File: src/rtl/i2c_rec_pkg.sv
package i2c_rec_pkg;
  typedef enum logic [2:0] {
    ST_IDLE,
    ST_RELEASE,
    ST_PS_LOW,
    ST_PS_HIGH,
    ST_EXTRA_LOW,
    ST_EXTRA_HIGH,
    ST_CLK_LOW,
    ST_CLK_HIGH
  } rec_state_e;

  typedef enum logic [1:0] {
    PS_FIRST,
    PS_RETRY,
    PS_FINAL
  } ps_stage_e;

  function automatic int half_cycles(input longint freq_hz, input int half_us);
    longint c;
    c = (freq_hz / 64'd1_000_000) * longint'(half_us);
    return (c < 1) ? 1 : int'(c);
  endfunction
endpackage

File: src/rtl/i2c_rec_sync.sv
module i2c_rec_sync #(
  parameter int WIDTH  = 2,
  parameter int STAGES = 2
) (
  input  logic             clk_i,
  input  logic             rst_ni,
  input  logic [WIDTH-1:0] d_i,
  output logic [WIDTH-1:0] q_o
);
  logic [WIDTH-1:0] stg_q [STAGES];

  for (genvar s = 0; s < STAGES; s++) begin : g_stage
    always_ff @(posedge clk_i or negedge rst_ni) begin
      if (!rst_ni) stg_q[s] <= '1;  // idle bus reads released
      else if (s == 0) stg_q[s] <= d_i;
      else stg_q[s] <= stg_q[(s > 0) ? s-1 : 0];
    end
  end

  assign q_o = stg_q[STAGES-1];
endmodule

File: src/rtl/i2c_rec_timer.sv
module i2c_rec_timer #(
  parameter int HALF_CYC = 500
) (
  input  logic clk_i,
  input  logic rst_ni,
  input  logic run_i,
  output logic expire_o
);
  localparam int CNT_W = (HALF_CYC > 1) ? $clog2(HALF_CYC) : 1;
  localparam logic [CNT_W-1:0] LAST = CNT_W'(HALF_CYC - 1);

  logic [CNT_W-1:0] cnt_q;

  assign expire_o = run_i && (cnt_q == LAST);

  always_ff @(posedge clk_i or negedge rst_ni) begin
    if (!rst_ni) cnt_q <= '0;
    else if (!run_i || expire_o) cnt_q <= '0;
    else cnt_q <= cnt_q + 1'b1;
  end
endmodule

File: src/rtl/i2c_rec_fsm.sv
module i2c_rec_fsm
  import i2c_rec_pkg::*;
#(
  parameter int NUM_CLOCKS = 9
) (
  input  logic clk_i,
  input  logic rst_ni,
  input  logic start_ok_i,
  input  logic expire_i,
  input  logic scl_s_i,
  input  logic sda_s_i,
  output logic scl_oe_o,
  output logic sda_oe_o,
  output logic busy_o,
  output logic done_o,
  output logic bus_ok_o
);
  localparam int CW = (NUM_CLOCKS > 1) ? $clog2(NUM_CLOCKS) : 1;
  localparam logic [CW-1:0] CLK_LAST = CW'(NUM_CLOCKS - 1);

  rec_state_e state_q, state_d;
  ps_stage_e  stage_q, stage_d;
  logic [CW-1:0] clk_cnt_q, clk_cnt_d;
  logic finish, both_hi, done_q, ok_q;

  assign both_hi = scl_s_i & sda_s_i;

  always_comb begin
    state_d   = state_q;
    stage_d   = stage_q;
    clk_cnt_d = clk_cnt_q;
    finish    = 1'b0;
    unique case (state_q)
      ST_IDLE: if (start_ok_i) state_d = ST_RELEASE;
      ST_RELEASE: if (expire_i) begin
        if (both_hi) begin
          state_d = ST_PS_LOW;
          stage_d = PS_FIRST;
        end else begin
          state_d = ST_EXTRA_LOW;
        end
      end
      ST_PS_LOW: if (expire_i) state_d = ST_PS_HIGH;
      ST_PS_HIGH: if (expire_i) begin
        if (stage_q == PS_FINAL) begin
          state_d = ST_IDLE;
          finish  = 1'b1;
        end else begin
          state_d   = ST_CLK_LOW;
          clk_cnt_d = '0;
        end
      end
      ST_EXTRA_LOW: if (expire_i) state_d = ST_EXTRA_HIGH;
      ST_EXTRA_HIGH: if (expire_i) begin
        if (both_hi) begin
          state_d = ST_PS_LOW;
          stage_d = PS_RETRY;
        end else begin
          state_d   = ST_CLK_LOW;
          clk_cnt_d = '0;
        end
      end
      ST_CLK_LOW: if (expire_i) state_d = ST_CLK_HIGH;
      ST_CLK_HIGH: if (expire_i) begin
        if (clk_cnt_q == CLK_LAST) begin
          if (both_hi) begin
            state_d = ST_PS_LOW;
            stage_d = PS_FINAL;
          end else begin
            state_d = ST_IDLE;
            finish  = 1'b1;
          end
        end else begin
          state_d   = ST_CLK_LOW;
          clk_cnt_d = clk_cnt_q + 1'b1;
        end
      end
      default: state_d = ST_IDLE;
    endcase
  end

  always_ff @(posedge clk_i or negedge rst_ni) begin
    if (!rst_ni) begin
      state_q   <= ST_IDLE;
      stage_q   <= PS_FIRST;
      clk_cnt_q <= '0;
      done_q    <= 1'b0;
      ok_q      <= 1'b0;
    end else begin
      state_q   <= state_d;
      stage_q   <= stage_d;
      clk_cnt_q <= clk_cnt_d;
      done_q    <= finish;
      if (finish) ok_q <= both_hi;  // level at the final sample point
    end
  end

  assign scl_oe_o = (state_q == ST_EXTRA_LOW) || (state_q == ST_CLK_LOW);
  assign sda_oe_o = (state_q == ST_PS_LOW);
  assign busy_o   = (state_q != ST_IDLE);
  assign done_o   = done_q;
  assign bus_ok_o = ok_q;
endmodule

File: src/rtl/i2c_bus_recover.sv
module i2c_bus_recover
  import i2c_rec_pkg::*;
#(
  parameter longint CLK_FREQ_HZ = 100_000_000,
  parameter int     HALF_US     = 5,
  parameter int     NUM_CLOCKS  = 9,
  parameter int     SYNC_STAGES = 2
) (
  input  logic clk_i,
  input  logic rst_ni,
  input  logic start_i,
  input  logic periph_en_i,
  input  logic claim_ok_i,
  input  logic scl_i,
  input  logic sda_i,
  output logic scl_oe_o,
  output logic sda_oe_o,
  output logic busy_o,
  output logic done_o,
  output logic bus_ok_o
);
  localparam int HALF_CYC = half_cycles(CLK_FREQ_HZ, HALF_US);

  logic [1:0] line_s;
  logic       expire, start_ok;

  assign start_ok = start_i & ~periph_en_i & claim_ok_i;

  i2c_rec_sync #(
    .WIDTH (2),
    .STAGES(SYNC_STAGES)
  ) u_sync (
    .clk_i (clk_i),
    .rst_ni(rst_ni),
    .d_i   ({scl_i, sda_i}),
    .q_o   (line_s)
  );

  i2c_rec_timer #(
    .HALF_CYC(HALF_CYC)
  ) u_timer (
    .clk_i   (clk_i),
    .rst_ni  (rst_ni),
    .run_i   (busy_o),
    .expire_o(expire)
  );

  i2c_rec_fsm #(
    .NUM_CLOCKS(NUM_CLOCKS)
  ) u_fsm (
    .clk_i     (clk_i),
    .rst_ni    (rst_ni),
    .start_ok_i(start_ok),
    .expire_i  (expire),
    .scl_s_i   (line_s[1]),
    .sda_s_i   (line_s[0]),
    .scl_oe_o  (scl_oe_o),
    .sda_oe_o  (sda_oe_o),
    .busy_o    (busy_o),
    .done_o    (done_o),
    .bus_ok_o  (bus_ok_o)
  );
endmodule

File: config.mk
export PLATFORM = sky130hd
export DESIGN_NAME = i2c_bus_recover
export DESIGN_NICKNAME = d
export VERILOG_FILES = /design/src/rtl/i2c_rec_pkg.sv /design/src/rtl/i2c_rec_sync.sv /design/src/rtl/i2c_rec_timer.sv /design/src/rtl/i2c_rec_fsm.sv /design/src/rtl/i2c_bus_recover.sv
export SDC_FILE = /design/constraint.sdc
export NUM_CORES = 1
export LEC_CHECK = 0
export BUFFER_PORTS_ARGS = -buffer_cell sky130_fd_sc_hd__buf_4
export CORE_AREA = 2 2 64 78
export DETAILED_ROUTE_END_ITERATION = 8
export DIE_AREA = 0 0 66 80
export SYNTH_ARGS = -nofsm -noshare
export SYNTH_HDL_FRONTEND = slang
export SYNTH_HIERARCHICAL = 1
export SYNTH_SLANG_ARGS = --single-unit
File: constraint.sdc
create_clock -name clk_i -period 1.8 [get_ports clk_i]
set_input_delay 0.36 -clock clk_i [delete_from_list [all_inputs] [get_ports clk_i]]
set_output_delay 0.36 -clock clk_i [all_outputs]
set_load 0.005 [all_outputs]
* Word level (Yosys, flattened, before mapping)
Index checks and enable logic that the tools add are counted.
Word-level totals: register bits 24, bits of input ports 7, output and inout bits 5, logic and storage cells 86
Cells by class: add/sub/neg operators 2, equality and inequality tests 25, multiplexer cells 36, bitwise operators 4, reductions and logical operators 11
Operator list (count):
- $mux 3 | 12
- $mux 4 | 6
- $pmux 3 s8 | 1
- $ne 2x2->1 const B | 10
- $mux 2 | 8
- $reduce_and 8->1 | 2
- $eq 3x3->1 const B | 4
- $pmux 4 s3 | 1
- $ne 2x1->1 const B | 5
- $add 9x1->9 const B | 1
- $eq 9x9->1 const B | 1
- $mux 9 | 1
- $reduce_bool 3->1 | 3
- $reduce_and 7->1 | 1
- $eq 3x2->1 const B | 2
- $pmux 2 s3 | 1
- $mux 1 | 5
- $add 4x1->4 const B | 1
- $eq 4x4->1 const B | 1
- $and 1x1->1 | 3
- $eq 3x1->1 const B | 1
- $logic_not 3->1 | 1
- $eq 2x2->1 const B | 1
- $logic_or 1x1->1 | 2
- other kinds (4) | 4

* Depth between registers and ports, before layout
depth in word-level cells 5, mapped depth 9, mapped depth without buffers 9

* Cells and area by module
Netlist, hierarchy kept.
By module, submodules not included:
- i2c_rec_fsm | instances 1, cells an instance 74, area an instance 676.9 µm², sequential area each 275.3 µm²
- i2c_rec_timer | instances 1, cells an instance 47, area an instance 493.0 µm², sequential area each 225.2 µm²
- i2c_rec_sync | instances 1, cells an instance 6, area an instance 120.1 µm², sequential area each 105.1 µm²
- i2c_bus_recover | instances 1, cells an instance 1, area an instance 8.8 µm², sequential area each 0.0 µm²

* Worst setup path before layout
OpenSTA, ideal clock, no wires.
path kind flip-flop to flip-flop, from reg u_fsm.state_q[1], to reg u_fsm.stage_q[0], setup time 0.122 ns, arrival time 1.772 ns, data required time 1.678 ns, setup slack -0.094 ns, stages on the path, launching flop included 9, buffers on the path 1, clock period less this slack 1.894 ns, cells stage by stage dfrtp_1 > buf_4 > nor2_1 > nand2_1 > and3_1 > and2_2 > nand4_1 > o21ai_1 > a32o_1
On the way: cells in the longest elaborated chain, start to end 4, elaborated cells on any way between the ends 15, those cells by class 10 x eq/ne; 1 x mux; 4 x reduce/logical
RTL lines:
- from (decl) | RTL line i2c_rec_fsm.sv:21 | rec_state_e state_q, state_d;
- from (signal assigned) | RTL line i2c_rec_fsm.sv:90 | state_q <= state_d;
- $reduce_bool 3->1 * | RTL line i2c_rec_fsm.sv:100 | assign busy_o = (state_q != ST_IDLE);
- net busy_o | RTL line i2c_bus_recover.sv:18 | output logic busy_o,
- $logic_and 1x1->1 * | RTL line i2c_rec_timer.sv:14 | assign expire_o = run_i && (cnt_q == LAST);
- net expire | RTL line i2c_bus_recover.sv:25 | logic expire, start_ok;
- $ne 2x2->1 (no line)
- $reduce_and 8->1 (no line) *
- to (signal assigned) | RTL line i2c_rec_fsm.sv:91 | stage_q <= stage_d;
- to (decl) | RTL line i2c_rec_fsm.sv:22 | ps_stage_e stage_q, stage_d;
The timed path passes the listed nets; every way through them passes the cells marked *. A chain may end at the register's enable or synchronous reset.

* Worst setup path in the final report
from reg u_timer.cnt_q[0], to reg u_fsm.stage_q[0]
On the way: cells in the longest elaborated chain, start to end 4, elaborated cells on any way between the ends 6, those cells by class 4 x eq/ne; 2 x reduce/logical
RTL lines:
- from (decl) | RTL line i2c_rec_timer.sv:12 | logic [CNT_W-1:0] cnt_q;
- from (signal assigned) | RTL line i2c_rec_timer.sv:19 | else cnt_q <= cnt_q + 1'b1;
- $eq 9x9->1 * | RTL line i2c_rec_timer.sv:14
- $logic_and 1x1->1 * | RTL line i2c_rec_timer.sv:14
- net expire | RTL line i2c_bus_recover.sv:25
- $ne 2x2->1 (no line)
- $reduce_and 8->1 (no line) *
Marked as above.

==> impl_metrics.csv <==
group,metric,value,unit
global_route,grt_pass1_vias,1073,
hold_path,whs_endpoint,"u_sync/stg_q[2]",
setup_path,critPathSlowestCell,"dfrtp_1",
routing,drtIter0Drc,25,
setup_path,start_kind,"flop",
layout,most-common-layout-cells,"buf_4, dfrtp_1, nor2_1, a21oi_1",
global_route,grt_max_degree,25,
synthesis,synth_area_leaders,"dfrtp_1, dfstp_2, nor2_1, a21oi_1, o21ai_0",
routing,viasPerCell,4.893,
sta,finalCriticalPeriod,1663,ps
run_status,outcome,"finished, final reports clean",
die,dieArea,5280,sq um
synthesis,synthArstFlopShare,1.000,
die,io_pins,12,
routing,num_vias,1008,
routing,drt_wl_total,2573,um
setup_path,crit_path_max_incr_delay,410,ps
placed_design,gp_congestion,0.8054,
global_route,grt_overflow_total,0,
synthesis,avgSynthCellArea,10.15,sq um
layout,drive_gt1_frac,0.3176,
clocking,h-tree-depth,1,
hold_path,min_from,"sda_i",
setup_path,ff2ff_path_depth,8,
sta,worst_slew_pin_slew,452.6,ps
sta,setup_viol,0,
setup_path,r2r_setup_slack,140,ps
synthesis,syn_area,1299,sq um
hold_path,hold-path-cell-count,1,
routing,drt.antenna.violating_nets,0,
synthesis,synth_edf_count,0,
sta,max_clock_freq,601.4,MHz
synthesis,synth_seq_cells,24,
synthesis,synthFlopType,"dfrtp_1",
synthesis,yosys_warnings,6,
routing,drc,0,
layout,ff_latch_area,605.6,sq um
clocking,clkLatencyLatePin,270,ps
clocking,clkSlewWorstSetupHoldPaths,80,ps
synthesis,synth_top_cell_area_share,0.3854,
setup_path,cp_max_fo,4,
global_route,antenna_found_initial,0,
placed_design,portBuffers,11,
synthesis,yosys.area.top_type,"dfrtp_1",
clocking,clock_path_buffers,2,
layout,layout.nets,159,
power,power_density,598.8,nW/um^2
clocking,cts_setup_buffers,0,
synthesis,syn_inst,128,
sta,finClkSkew,2.773,ps
routing,dr.pass1.iters,4,
die,num_rows,27,
die,dieWidth,66,um
setup_path,arrival,1820,ps
clocking,cts-root-buf,"clkbuf_8",
layout,area_delta_synth_final,21.00,%
synthesis,synth_cell_types,43,
layout,n_antenna_cell,0,
setup_path,r2r_end,"u_fsm/stage_q[0]",
flow_run,cap_violations,0,
sta,finalHoldViolations,0,
synthesis,yosysSeqAreaShare,0.4663,
sta,slew_violations,0,
sta,rsz0062_at_grt,"no",
clocking,cts_tree,"built",
setup_path,cp_cell_sequence,"ha_2 -> nand2_2 -> nor2_2 -> and3_4 -> and2_2 -> nand4_1 -> o21ai_1 -> a32o_1",
sta,finalSetupTns,0,ps
global_route,grt_pass1_wl,4574,um
power,p_total,0.0009410,W
power,vdd_drop_max,0.4084,mV
setup_path,r2r_start,"u_timer/cnt_q[0]",
die,core,4527,sq um
clocking,cts_buffers,3,
placed_design,place_hpwl,1951,um
layout,utilization,0.3472,
power,leakage,0.7115,nW
hold_path,hold_class,"input port to flop",
die,start_util,0.2869,
sta,slew_headroom,0.6973,
synthesis,syn-num-nets,138,
sta,finalCritPeriodShare,0.9237,
layout,multiInputGateArea,651.9,sq um
setup_path,critPathCaptureType,"flop",
layout,nFillCells,482,
sta,whs,196.4,ps
die,die_height,80,um
setup_path,crit_required,1960,ps
global_route,grt.total_usage,0.1106,
clocking,clock-sinks,24,
routing,wl_per_cell,12.49,um
setup_path,critical_path_class,"flop to flop",
cells by family (layout without fill, tap and decap cells):
kind of cell             count (synthesis)  after routing  synth area share
flip-flops                              24             24            0.4663
XOR/XNOR                                 3              3           0.02023
buffers and inverters                   12             32           0.04914
AND/OR/NAND/NOR                         52             52            0.2438
AO/OA/AOI/OAI                           33             33            0.1840
adder cells (fa/ha/maj)                  3              3           0.02890
multiplexers                             1              1          0.007707
report_power, final:
group | total (W) | leakage [nW] | switching, W | internal [W]
Clock | 0.000365 | 0.0288 | 0.000169 | 0.000195
Sequential | 0.000551 | 0.302 | 0.00000356 | 0.000547
Combinational | 0.0000257 | 0.381 | 0.0000136 | 0.0000121
Total | 0.000941 | 0.711 | 0.000187 | 0.000754
routing by layer:
metal / GRT usage / part of all wire / routed length [um]
met4: 0.02449 / 0.0097 / 25
met2: 0.2131 / 0.56 / 1440
met5: 0 / 0 / 0
met3: 0.02962 / 0.037 / 94
met1: 0.1175 / 0.39 / 1012
cell usage after synthesis, types with 2 or more instances:
library cell,count
and3_1,2
nand4_1,3
a21oi_1,9
nand2_1,9
o21ai_0,8
o311a_1,2
nand3_1,3
o21ai_1,4
or3_1,2
dfstp_2,4
ha_1,3
dfrtp_1,20
nor2_1,16
nor2_2,2
xnor2_1,3
inv_1,7
buf_4,5
critical path, delay by kind of cell, from the launching register on:
kind                     cells  cell delay (ps)
AO/OA/AOI/OAI                2              330
adder cells (fa/ha/maj)      1              190
flip-flops                   1              410
AND/OR/NAND/NOR              5              630
worst max path at each step:
stage	start	to	slack, ps	cells after the start
5_1_grt	u_timer/cnt_q[0]	u_fsm/clk_cnt_q[2]	10	9
6_report	u_timer/cnt_q[0]	u_fsm/stage_q[0]	140	8
4_1_cts	u_timer/cnt_q[0]	u_fsm/stage_q[0]	50	8
3_5_place_dp	u_timer/cnt_q[0]	u_fsm/stage_q[0]	60	8
3_3_place_gp	u_timer/cnt_q[0]	u_fsm/stage_q[0]	110	8
2_1_floorplan	u_fsm/state_q[1]	u_fsm/stage_q[0]	10	8
final cells by class:
| cell class | instances | share of cell area |
|---|---|---|
| well taps | 58 | 0.04618 |
| clock buffers | 4 | 0.03503 |
| multi-input cells | 92 | 0.4148 |
| flip-flops and latches | 24 | 0.3853 |
| repair buffers | 21 | 0.1019 |
| inverters | 7 | 0.01672 |
stage by stage:
| stage | instance area (sq um) | std cells | setup WS [ps] |
|---|---|---|---|
| 2_1_floorplan | 1306 | 128 | 12.13 |
| 3_3_place_gp | 1491 | 201 | 106.1 |
| 3_5_place_dp | 1491 | 201 | 57.88 |
| 4_1_cts | 1556 | 206 | 49.62 |
| 5_1_grt | 1572 | 206 | 12.23 |
| 6_report | 1572 | 206 | 137.3 |
sequential cells by signal (all words and copies together), names as in the netlist:
| signal | cells |
|---|---|
| u_sync/stg_q | 2 |
| u_fsm/stage_q | 2 |
| u_fsm/state_q | 3 |
| u_fsm/done_o | 1 |
| u_timer/cnt_q | 9 |
| u_fsm/clk_cnt_q | 4 |
| u_fsm/bus_ok_o | 1 |
| u_sync/q_o | 2 |
what timing repair did:
| action | CTS | global route |
|---|---|---|
| setup endpoints to repair | 0 | 8 |
| gates resized for setup | 0 | 6 |
| hold endpoints to repair | 20 | 0 |
| hold buffers | 1 | 0 |
Power figures use the tool's default switching activity.
